<file path="src/rtl/serial_tap_pkg.sv">
package serial_tap_pkg;

  // Strobes sent from the control unit to the datapath, one set per cycle.
  typedef struct packed {
    logic loadFull;    // take the full tap and its half bit
    logic storeSplit;  // capture the low tap bits as the pending split tap
    logic step;        // count on inside the current half
    logic jumpPend;    // boundary shift that enters the pending tap
    logic jumpWrap;    // boundary shift to the start of the other half
  } tapStrobe_t;

endpackage

</file>
<file path="src/rtl/serial_tap_ctrl.sv">
module serial_tap_ctrl
  import serial_tap_pkg::*;
(
  input  logic       clk,
  input  logic       rstN,
  input  logic       fullLoad,
  input  logic       splitLoad,
  input  logic       shiftEn,
  input  logic       atBoundary,
  output tapStrobe_t stb,
  output logic       splitErr
);

  logic armed;
  logic pendValid;
  logic splitTaken;
  logic splitRefused;
  logic boundaryShift;

  // A full load wins the cycle; a split load only counts once armed.
  assign splitTaken    = splitLoad && !fullLoad && armed;
  assign splitRefused  = splitLoad && !fullLoad && !armed;
  assign boundaryShift = shiftEn && !fullLoad && atBoundary;

  always_comb begin
    stb            = '0;
    stb.loadFull   = fullLoad;
    stb.storeSplit = splitTaken;
    stb.step       = shiftEn && !fullLoad && !atBoundary;
    stb.jumpPend   = boundaryShift && pendValid;
    stb.jumpWrap   = boundaryShift && !pendValid;
  end

  always_ff @(posedge clk) begin
    if (!rstN) begin
      armed     <= 1'b0;
      pendValid <= 1'b0;
      splitErr  <= 1'b0;
    end else begin
      if (fullLoad) begin
        armed <= 1'b1;
      end
      if (splitRefused) begin
        splitErr <= 1'b1;
      end
      if (fullLoad) begin
        pendValid <= 1'b0;
      end else if (splitTaken) begin
        pendValid <= 1'b1;
      end else if (stb.jumpPend) begin
        pendValid <= 1'b0;
      end
    end
  end

endmodule

</file>
<file path="src/rtl/serial_tap_dp.sv">
module serial_tap_dp
  import serial_tap_pkg::*;
#(
  parameter int ADDR_W = 9
) (
  input  logic              clk,
  input  logic              rstN,
  input  tapStrobe_t        stb,
  input  logic [ADDR_W-1:0] tapIn,
  output logic [ADDR_W-1:0] serAddr,
  output logic              halfSel,
  output logic              atBoundary
);

  localparam int HALF_W = ADDR_W - 1;

  logic [HALF_W-1:0] pendTap;
  logic [HALF_W-1:0] offset;
  logic              otherHalf;

  assign offset     = serAddr[HALF_W-1:0];
  assign atBoundary = &offset;
  assign otherHalf  = ~halfSel;

  always_ff @(posedge clk) begin
    if (!rstN) begin
      serAddr <= '0;
      halfSel <= 1'b0;
      pendTap <= '0;
    end else begin
      if (stb.storeSplit) begin
        pendTap <= tapIn[HALF_W-1:0];
      end
      if (stb.loadFull) begin
        serAddr <= tapIn;
        halfSel <= tapIn[ADDR_W-1];
      end else if (stb.jumpPend) begin
        serAddr <= {otherHalf, pendTap};
        halfSel <= otherHalf;
      end else if (stb.jumpWrap) begin
        serAddr <= {otherHalf, {HALF_W{1'b0}}};
        halfSel <= otherHalf;
      end else if (stb.step) begin
        serAddr <= {halfSel, offset + HALF_W'(1)};
      end
    end
  end

endmodule

</file>
<file path="src/rtl/serial_tap_unit.sv">
module serial_tap_unit
  import serial_tap_pkg::*;
#(
  parameter int DEPTH  = 512,
  parameter int ADDR_W = $clog2(DEPTH)
) (
  input  logic              clk,
  input  logic              rstN,
  input  logic              fullLoad,
  input  logic              splitLoad,
  input  logic [ADDR_W-1:0] tapIn,
  input  logic              shiftEn,
  output logic [ADDR_W-1:0] serAddr,
  output logic              halfSel,
  output logic              splitErr
);

  tapStrobe_t stb;
  logic       atBoundary;

  serial_tap_ctrl u_ctrl (
    .clk        (clk),
    .rstN       (rstN),
    .fullLoad   (fullLoad),
    .splitLoad  (splitLoad),
    .shiftEn    (shiftEn),
    .atBoundary (atBoundary),
    .stb        (stb),
    .splitErr   (splitErr)
  );

  serial_tap_dp #(.ADDR_W(ADDR_W)) u_dp (
    .clk        (clk),
    .rstN       (rstN),
    .stb        (stb),
    .tapIn      (tapIn),
    .serAddr    (serAddr),
    .halfSel    (halfSel),
    .atBoundary (atBoundary)
  );

endmodule

</file>
<file path="config.mk">
export PLATFORM = sky130hd
export DESIGN_NAME = serial_tap_unit
export DESIGN_NICKNAME = d
export VERILOG_FILES = /design/src/rtl/serial_tap_pkg.sv /design/src/rtl/serial_tap_ctrl.sv /design/src/rtl/serial_tap_dp.sv /design/src/rtl/serial_tap_unit.sv
export SDC_FILE = /design/constraint.sdc
export NUM_CORES = 1
export LEC_CHECK = 0
export BUFFER_PORTS_ARGS = -buffer_cell sky130_fd_sc_hd__buf_2
export CAP_MARGIN = 0
export CORE_AREA = 2 2 60 62
export DETAILED_ROUTE_END_ITERATION = 8
export DIE_AREA = 0 0 62 64
export GPL_TIMING_DRIVEN = 1
export MAX_ROUTING_LAYER = met4
export PLACE_DENSITY = 0.67
export SYNTH_ARGS = -nofsm -noshare
export SYNTH_HDL_FRONTEND = slang
export SYNTH_SLANG_ARGS = --single-unit
export TNS_END_PERCENT = 50
</file>
<file path="constraint.sdc">
create_clock -name clk -period 1.6 [get_ports clk]
set_clock_uncertainty 0.05 [all_clocks]
set_input_delay 0.24 -clock clk [delete_from_list [all_inputs] [get_ports clk]]
set_output_delay 0.24 -clock clk [all_outputs]
set_load 0.005 [all_outputs]
</file>
## Word-level counts from Yosys, hierarchy flattened

Index checks and enable logic that the tools add are counted.
Widths: inputs -> output; s select.

- Register bits: 21
- Input bits: 14
- Output and inout port bits: 11
- Word-level logic and storage cells: 35

- Add/sub/neg operators: 1
- Multiplexer cells: 9
- Bitwise operators: 2
- Reductions and logical operators: 17

Operator list:

| cell | count |
|---|---|
| $mux 9 | 4 |
| $add 8x1->8 const B | 1 |
| $logic_and 1x1->1 | 8 |
| $reduce_and 8->1 | 1 |
| $mux 1 | 5 |
| $logic_not 1->1 | 4 |
| $reduce_bool 4->1 | 1 |
| $reduce_bool 3->1 | 1 |
| $not 1->1 | 2 |
| $reduce_bool 2->1 | 1 |
| $reduce_or 2->1 | 1 |

## Depth between registers and ports, before layout

Gate-level depths: netlist (run 1).

- Depth in word-level cells: 7
- Gate-level depth with buffers: 6

## Modules after synthesis

A second synthesis (run 1) with hierarchy kept.

- Cell total of the unflattened synthesis: 125
- Area total of the unflattened synthesis: 1107.3 um^2

Modules (own cells, without submodules):

| module | times used | cells an instance | area an instance (um^2) | sequential area each (um^2) |
|---|---|---|---|---|
| serial_tap_dp | 1 | 109 | 955.9 | 360.3 |
| serial_tap_ctrl | 1 | 16 | 151.4 | 60.1 |

## Least setup slack after synthesis (run 1)

Ideal clock, no wire load.

- Path kind: register to register
- Start: reg u_dp.serAddr[0]
- End: reg u_dp.serAddr[0]
- Library setup time: 0.075 ns
- Arrival time: 1.601 ns
- Slack: -0.125 ns
- Cell stages (with the launch flop): 7
- Cells stage by stage: dfxtp_1 -> ha_1 -> buf_4 -> nand2_1 -> nor4_4 -> mux2_1 -> o22ai_1

- Word-level cells in the longest chain between the ends: 6

RTL lines:

| what | line | RTL |
|---|---|---|
| start: declaration | serial_tap_dp.sv:10 | `output logic [ADDR_W-1:0] serAddr,` |
| start signal: assignment | serial_tap_dp.sv:35 | `serAddr <= tapIn;` |
| start signal: assignment | serial_tap_dp.sv:38 | `serAddr <= {otherHalf, pendTap};` |
| start signal: assignment | serial_tap_dp.sv:41 | `serAddr <= {otherHalf, {HALF_W{1'b0}}};` |
| parallel branches: the longest is 6 deep, another holds $add 8x1->8 | - |  |

Several ways; the timed one is not identified. The select of a mux whose other input is x is not followed.
A chain may end at the register's enable or synchronous reset.

## Worst setup path after layout (run 1)

- Start: reg u_dp.serAddr[2]
- End: reg u_dp.serAddr[3]

Same word-level chain as after synthesis.

==> results.toml, run 1 <==
[sta]
holdWs_ns = 0.119
finalCritPeriodShare = 0.928
hold_viol_final = 0
max_freq_mhz = 674
relSlewSlack = 0.744
final-setup-viol-count = 0
worst_pin_slew_ns = 0.383
post-route-min-period_ns = 1.48
final_max_slew_viol_count = 0

[place]
place.gp.congestion = 0.906
placedInstanceArea_um2 = 1390
port_buffers = 24
place_hpwl_um = 2380
dp.cells = 210

[synthesis]
yosysWarnings = 0
ys.flop_type = "dfxtp_1"
syn_inst = 131
synth_top_area_share = 0.374
synth.net_count = 146
synthArstFlopShare = 0
yosysSeqAreaShare = 0.374
synth_most_common_cell = "dfxtp_1"
synth_edf_count = 0
syn_area_per_cell_um2 = 8.58
synth_area_leader_cell = "dfxtp_1"
ys_ff_latch = 21
synth.distinct_cells = 38
synth.area.top_cells = "dfxtp_1 37%, mux2i_1 9.8%, nor2_1 4.7%, a21oi_1 3.6%, o21ai_0 3.6%"
syn_area_um2 = 1120
synthTopCellsByCount = "21 x dfxtp_1, 14 x nor2_1, 11 x mux2i_1"

[drt]
viasPerCell = 5.33
ant_nets = 0
first_iter_violations = 106
vias = 1140
drc = 0
routedWlPerCell_um = 14.9
totalWireLength_um = 3190
dr.pass1.iters = 5

[power_and_ir_drop]
powerDensity_nw_per_um2 = 723
ir_drop_uv = 216
fin_total_pwr_uw = 1030
leakage_uw = 0.000656

[outcome]
outcome = "complete, no violations"

[setup_path]
startpoint = "u_dp.serAddr[2]"
critical_path_class = "flop to flop"
worst-path-max-fanout = 4
crit_arrival_ns = 1.65
cp-end-kind = "flop"
critPathRequiredTime_ns = 1.76
r2r_start = "u_dp.serAddr[2]"
critPathLaunchType = "flop"

[grt]
grt_start_max_net_pins = 13
grt_pass1_vias = 1074
antenna_found_initial = 0
grtUsageTotal = 0.178
grt_overflow_total = 0
grt_pass1_wl_um = 5100

[floorplan]
ios = 25
start_util = 0.342
core_um2 = 3280
design.die.area_um2 = 3970
rows = 21
fp.dieH_um = 64
chipWidth_um = 62

[clocking]
cts_tree = "yes"
clkTransAtPathRegs_ns = 0.12
cts_made_buffers = 3
clock-sinks = 21
cts_buffer_depth = 2
holdBufCountCts = 0
clk-insertion-delay-late_ns = 0.31
h-tree-depth = 1
clockRootBuffer = "clkbuf_4"

[layout]
seqCellArea_um2 = 425
fillers = 336
final_cells = 214
final_area_um2 = 1430
antenna-diode-count = 0
area_delta_synth_final_pct = 27.1
multiInputGateArea_um2 = 651
drive_gt1_frac = 0.339
nets = 184

[hold_path]
worstHoldStart = "tapIn[7]"
holdCritPathClass = "input port to flop"

[run]
cap_violations = 0
state kept, by name, indices dropped and copies added, names as in the netlist:
name / flops
u_ctrl.splitErr: 1
u_dp.pendTap: 8
u_dp.halfSel: 1
u_dp.serAddr: 9
u_ctrl.armed: 1
u_ctrl.pendValid: 1
path summary, 6_finish.rpt:
path	slack [ns]	endpoint	cells past startpoint
worst max-delay path	0.12	u_dp.serAddr[3]	5
worst min-delay path	0.12	u_dp.pendTap[7]	3
worst max register to register	0.12	u_dp.serAddr[3]	5
worst min register to register	0.43	u_ctrl.splitErr	2
per-layer routing:
layer,wire length (um),part of all wire,global-route usage
met2,1500,0.47,0.270
met3,147,0.046,0.0243
met5,0,0,-
met4,74,0.023,0.0771
met1,1470,0.46,0.232
cell families (layout without fill, tap and decap cells):
kind of cell    Yosys count  count (layout)  synth area share
simple gates             48              48             0.238
compound gates           33              33             0.189
flops                    21              21             0.374
buf+inv                  13              50            0.0557
mux                      12              12             0.108
xor+xnor                  3               3            0.0234
fa+ha+maj                 1               1            0.0111
worst max-delay path: stages, from the launching register on:
cell and delay [ns]:
dfxtp_1 0.42, nand3_2 0.16, nor4_4 0.30, buf_4 0.19, a211oi_1 0.07, a31o_2 0.21
metrics by stage:
stage          setup TNS (ns)  utilization  worst slack [ns]
2_1_floorplan               0            -           0.00558
3_3_place_gp                0        0.423            0.0853
3_5_place_dp                0        0.423            0.0577
4_1_cts                     0        0.432            0.0354
5_1_grt              -0.00543        0.435          -0.00543
6_report                    0        0.435             0.116
cell type report:
type	instances	share of cell area
flip-flops and latches	21	0.298
well taps	46	0.0403
multi-input cells	97	0.456
clock buffers	3	0.0158
inverters	5	0.0131
clock inverters	1	0.00351
repair buffers	41	0.174
timing repair:
action                     CTS  global route
setup endpoints to repair    0             7
setup buffers                0             0
gates resized for setup      0             4
where the power goes:
| group | internal, uW | switching, uW | total (uW) |
|---|---|---|---|
| combinational | 92.3 | 102 | 194 |
| clock | 93.4 | 171 | 264 |
| sequential | 551 | 23.6 | 575 |
placed cells by master, fill, tap and decap left out, drive strengths merged, types with 2 or more instances in the layout:
cell type and instances:
inv 5, o21ai 8, dfxtp 21, a31oi 3
buf 41, nor2 14, a211oi 3, nor3 2
mux2i 11, nand3 4, a21oi 8, and3 4
clkbuf 3, o22ai 3, nand2 10, and2 2
xnor2 3, nand4 5
Note: power is estimated with default switching activity, not from simulation.
==> run 2: changes to the inputs <==
--- a/config.mk
+++ b/config.mk
@@ -12,7 +12,7 @@
 export DIE_AREA = 0 0 62 64
 export GPL_TIMING_DRIVEN = 1
 export MAX_ROUTING_LAYER = met4
-export PLACE_DENSITY = 0.67
+export PLACE_DENSITY = 0.65
 export SYNTH_ARGS = -nofsm -noshare
 export SYNTH_HDL_FRONTEND = slang
 export SYNTH_SLANG_ARGS = --single-unit
==> constraint.sdc (replaced) <==
create_clock -name clk -period 1.65 [get_ports clk]
set_clock_uncertainty 0.05 [all_clocks]
set_input_delay 0.2475 -clock clk [delete_from_list [all_inputs] [get_ports clk]]
set_output_delay 0.2475 -clock clk [all_outputs]
set_load 0.005 [all_outputs]
==> run 2 against run 1 <==
  * First-iteration DRC count is 48% lower
  * Power is 2.8% lower
  * Wire length is 3.5% lower
  * Largest power group unchanged
  * Non-clock buffer count is 2 lower
  * Maximum frequency is 5.8% lower
  * Combinational power is 4% lower
  * Clock power hardly changed
  * Setup slack worse by 0.042 ns
  * Clock-buffer cell count stayed put
==> results.toml, run 2 (same netlist as run 1, synthesis figures left out) <==
[power_and_ir_drop]
combPwrFrac = 0.186
powerDensity_nw_per_um2 = 713
fin_total_pwr_uw = 1000
power_frac_seq = 0.554
ir_drop_uv = 448
p_sw_frac = 0.289
p_int_uw = 714
leakage_uw = 0.000644
pwr-share-clk = 0.260
switching_power_uw = 290

[sta]
final_max_slew_viol_count = 0
relSlewSlack = 0.731
max_freq_mhz = 635
rsz0062_at_grt = "false"
worst_pin_slew_ns = 0.404
hold_viol_final = 0
post-route-min-period_ns = 1.58
holdWs_ns = 0.120
fin_tns_setup_ns = 0
final-setup-viol-count = 0
setup_slack_ns = 0.0740
finalCritPeriodShare = 0.955

[grt]
grt_overflow_total = 0
grt_start_max_net_pins = 16
grt_pass1_wl_um = 5140
grtUsageMet1 = 0.245
use_met3 = 0.0364
grtUsageTotal = 0.175
antenna_found_initial = 0
grt-busiest-layer = "met2"
grt_pass1_vias = 1105
use_met2 = 0.254

[layout]
largest_reg_flops = 9
fillers = 342
area_delta_synth_final_pct = 25.4
final_area_um2 = 1410
top_register = "u_dp.serAddr"
top_regs = "u_dp.serAddr (9), u_dp.pendTap (8)"
antenna-diode-count = 0
nets = 182
seqCellArea_um2 = 424
multiInputGateArea_um2 = 648
layout_common_cells = "24 x buf_2, 18 x dfxtp_1, 15 x buf_4, 14 x nor2_1, 11 x mux2i_1"
mostFrequentLayoutCell = "buf_2"
drive_gt1_frac = 0.319

[clocking]
clockRootBuffer = "clkbuf_4"
h-tree-depth = 1
cts_tree = "yes"
clkTransAtPathRegs_ns = 0.13
holdBufCountCts = 0
clk-insertion-delay-late_ns = 0.31
cts_made_buffers = 3
cts_buffer_depth = 2
clock-sinks = 21

[drt]
ant_nets = 0
vias = 1130
first_iter_violations = 55
totalWireLength_um = 3080
viasPerCell = 5.33
routedWlPerCell_um = 14.5
dr.pass1.iters = 4
drc = 0

[floorplan]
rows = 21
ios = 25
fp.dieH_um = 64
start_util = 0.342
design.die.area_um2 = 3970
core_um2 = 3280
chipWidth_um = 62

[outcome]
outcome = "complete, no violations"

[setup_path]
cp-end-kind = "flop"
r2r_end = "u_dp.serAddr[0]"
startpoint = "u_dp.serAddr[3]"
critical_path_class = "flop to flop"
crit_arrival_ns = 1.76
critPathRequiredTime_ns = 1.83
worst_r2r_path_depth = 4
worst-path-max-fanout = 5
r2r_start = "u_dp.serAddr[3]"
critPathLaunchType = "flop"
r2r_slack_ns = 0.07

[hold_path]
holdCritPathClass = "input port to flop"
hold_depth = 3
worstHoldStart = "tapIn[6]"
hold_end = "u_dp.serAddr[6]"

[place]
placedInstanceArea_um2 = 1370
place.gp.congestion = 0.924
place_ws_ns = 0.0672
port_buffers = 24
place_hpwl_um = 2250

[run]
cap_violations = 0
==> run 2: cell count changes in the layout (fill, tap and decap cells not counted) <==
cell     delta
buf_4       -2
dfxtp_1     +1
dfxtp_2     -1
nand2_1     +1
nand2_2     -1
==> run 2: area by class of cell <==
cell class                 count  share of cell area
multi-input combinational     97               0.460
sequential                    21               0.301
inverter                       5              0.0133
timing repair buffer          39               0.165
tap                           46              0.0409
clock inverter                 1             0.00355
clock buffer                   3              0.0160
==> run 2: worst max path at each step <==
stage	end	slack, ns
2_1_floorplan	u_dp.serAddr[0]	0.008
6_report	u_dp.serAddr[0]	0.07
3_5_place_dp	u_dp.serAddr[7]	0.07
3_3_place_gp	u_dp.serAddr[7]	0.10
4_1_cts	u_dp.serAddr[7]	0.05
5_1_grt	u_dp.serAddr[0]	0.005
==> run 2: critical path, cell delays in order, from the launching register on <==
cell     delay (ns)
dfxtp_1        0.44
nand3_2        0.17
nor4_4         0.33
mux2_1         0.36
o22ai_1        0.16
==> run 2: power by group through the flow <==
| stage | Sequential (uW) | Combinational (uW) | Clock [uW] |
|---|---|---|---|
| 6_report | 556 | 187 | 261 |
| 5_1_grt | 559 | 207 | 294 |
| 4_1_cts | 554 | 185 | 271 |
| 3_5_place_dp | 566 | 184 | 0 |
| 3_3_place_gp | 563 | 180 | 0 |
| 2_1_floorplan | 568 | 91.3 | 0 |
==> run 2: through the flow <==
| stage | utilization | std cells |
|---|---|---|
| 5_1_grt | 0.429 | 212 |
| 3_3_place_gp | 0.418 | 208 |
| 3_5_place_dp | 0.418 | 208 |
| 2_1_floorplan | - | 131 |
| 6_report | 0.429 | 212 |
| 4_1_cts | 0.426 | 212 |
==> run 2: metal layers <==
layer	vias up	share of wire
met4	0	0.013
met1	529	0.47
met3	4	0.080
met2	50	0.43
met5	-	0
li1	547	-
==> run 2: what timing repair did <==
action	CTS	global route
buffers inserted	0	0
gates resized for setup	0	4
endpoints found under the setup margin	0	3
==> run 3: changes to the inputs <==
--- a/config.mk
+++ b/config.mk
@@ -7,12 +7,12 @@
 export LEC_CHECK = 0
 export BUFFER_PORTS_ARGS = -buffer_cell sky130_fd_sc_hd__buf_2
 export CAP_MARGIN = 0
-export CORE_AREA = 2 2 60 62
+export CORE_AREA = 2 2 50 52
 export DETAILED_ROUTE_END_ITERATION = 8
-export DIE_AREA = 0 0 62 64
+export DIE_AREA = 0 0 52 54
 export GPL_TIMING_DRIVEN = 1
 export MAX_ROUTING_LAYER = met4
-export PLACE_DENSITY = 0.65
+export PLACE_DENSITY = 0.85
 export SYNTH_ARGS = -nofsm -noshare
 export SYNTH_HDL_FRONTEND = slang
 export SYNTH_SLANG_ARGS = --single-unit
==> run 3 against run 2 <==
  * Register-to-register slack lost 0.04 ns
  * First-iteration DRC count grew 1.8%
  * Final area shrank 0.18%
==> results.toml, run 3 (same netlist as run 1, synthesis figures left out) <==
[grt]
grtUsageMet1 = 0.314
grt-busiest-layer = "met2"
grt_pass1_vias = 1031
antenna_found_initial = 0
grt_start_max_net_pins = 14
grtUsageTotal = 0.243
use_met2 = 0.378
grt_pass1_wl_um = 4870
use_met3 = 0.0389
grt_overflow_total = 0

[layout]
nets = 182
seqCellArea_um2 = 424
multiInputGateArea_um2 = 666
largest_reg_flops = 9
mostFrequentLayoutCell = "buf_2"
top_regs = "u_dp.serAddr (9), u_dp.pendTap (8)"
area_delta_synth_final_pct = 25.2
antenna-diode-count = 0
top_register = "u_dp.serAddr"
fillers = 204
drive_gt1_frac = 0.325
final_util = 0.606
layout_common_cells = "24 x buf_2, 18 x dfxtp_1, 15 x buf_4, 14 x nor2_1, 11 x mux2i_1"

[power_and_ir_drop]
ir_drop_uv = 626
leakage_uw = 0.000660
powerDensity_nw_per_um2 = 717

[floorplan]
rows = 18
ios = 25
chipWidth_um = 52
design.die.area_um2 = 2810
fp.dieH_um = 54
core_um2 = 2320
start_util = 0.484

[hold_path]
holdCritPathClass = "input port to flop"

[drt]
routedWlPerCell_um = 15.4
totalWireLength_um = 3010
viasPerCell = 5.94
ant_nets = 0
dr.pass1.iters = 5
drc = 0
vias = 1164
first_iter_violations = 56

[clocking]
cts_made_buffers = 3
clkTransAtPathRegs_ns = 0.13
cts_tree = "yes"
cts_buffer_depth = 2
holdBufCountCts = 0
clk-insertion-delay-late_ns = 0.32
clockRootBuffer = "clkbuf_4"
h-tree-depth = 1
clock-sinks = 21

[setup_path]
worst-path-max-fanout = 4
r2r_slack_ns = 0.04
cp-end-kind = "flop"
worst_r2r_path_depth = 5
critPathLaunchType = "flop"
critical_path_class = "flop to flop"
r2r_start = "u_dp.serAddr[1]"
r2r_end = "u_dp.serAddr[0]"
critPathRequiredTime_ns = 1.84
crit_end = "u_dp.serAddr[0]"
startpoint = "u_dp.serAddr[1]"
crit_arrival_ns = 1.80

[place]
place_hpwl_um = 2250
place.gp.congestion = 0.887
place_ws_ns = 0.0498
port_buffers = 24

[sta]
hold_viol_final = 0
max_freq_mhz = 620
setup_slack_ns = 0.0378
finalCritPeriodShare = 0.977
relSlewSlack = 0.763
worst_pin_slew_ns = 0.354
rsz0062_at_grt = "true"
post-route-min-period_ns = 1.61
final-setup-viol-count = 0
final_max_slew_viol_count = 0

[outcome]
outcome = "complete, no violations"

[run]
cap_violations = 0
-- run 3: final cells by class --
class,instances,share of cell area
Clock inverter,1,0.00356
Timing Repair Buffer,39,0.165
Inverter,5,0.0133
Sequential cell,21,0.302
Clock buffer,3,0.0160
Multi-Input combinational cell,97,0.473
Tap cell,30,0.0267
-- run 3: repair_timing --
item,CTS,global route
endpoints found under the setup margin,0,4
gates resized for setup,0,7
hold endpoints to repair,0,0
buffers inserted,0,1
-- run 3: stage by stage --
step | cell area, um2 | hold WS, ns | power [uW] | TNS (ns) | std cells
global placement | 1340 | 0.394 | 738 | 0 | 191
floorplan | 1120 | 0.333 | 659 | 0 | 131
finish | 1410 | 0.113 | 1010 | 0 | 196
detailed placement | 1340 | 0.413 | 745 | 0 | 191
CTS | 1370 | 0.113 | 1000 | 0 | 195
global route | 1410 | 0.134 | 1040 | -0.0212 | 196
-- run 3: worst min path at each step --
stage                 endpoint  slack [ns]             from  cells past startpoint
6_report       u_dp.pendTap[7]        0.11         tapIn[7]                      3
5_1_grt        u_ctrl.splitErr        0.13        splitLoad                      3
4_1_cts        u_dp.pendTap[7]        0.11         tapIn[7]                      3
3_5_place_dp   u_ctrl.splitErr        0.41  u_ctrl.splitErr                      2
3_3_place_gp   u_ctrl.splitErr        0.39  u_ctrl.splitErr                      2
2_1_floorplan  u_dp.serAddr[6]        0.33         tapIn[6]                      2
-- run 3: power by group --
| part | switching [uW] | total (uW) | leakage (uW) | internal (uW) |
|---|---|---|---|---|
| Clock | 174 | 265 | 0.0000177 | 90.9 |
| Sequential | 25.9 | 560 | 0.000173 | 534 |
| Combinational | 95.2 | 183 | 0.000469 | 87.9 |
-- run 3: worst max-delay path, cell delays in order, from the launching register on --
cell and delay, ns:
dfxtp_2 0.38, ha_4 0.17, nand2_4 0.06, nor4_4 0.37, mux2_1 0.36, o22ai_1 0.15
-- run 3: per-layer routing --
metal / wire length (um) / share of wire
met1: 1260 / 0.42
met2: 1450 / 0.48
met3: 227 / 0.075
met4: 67 / 0.022
met5: 0 / 0
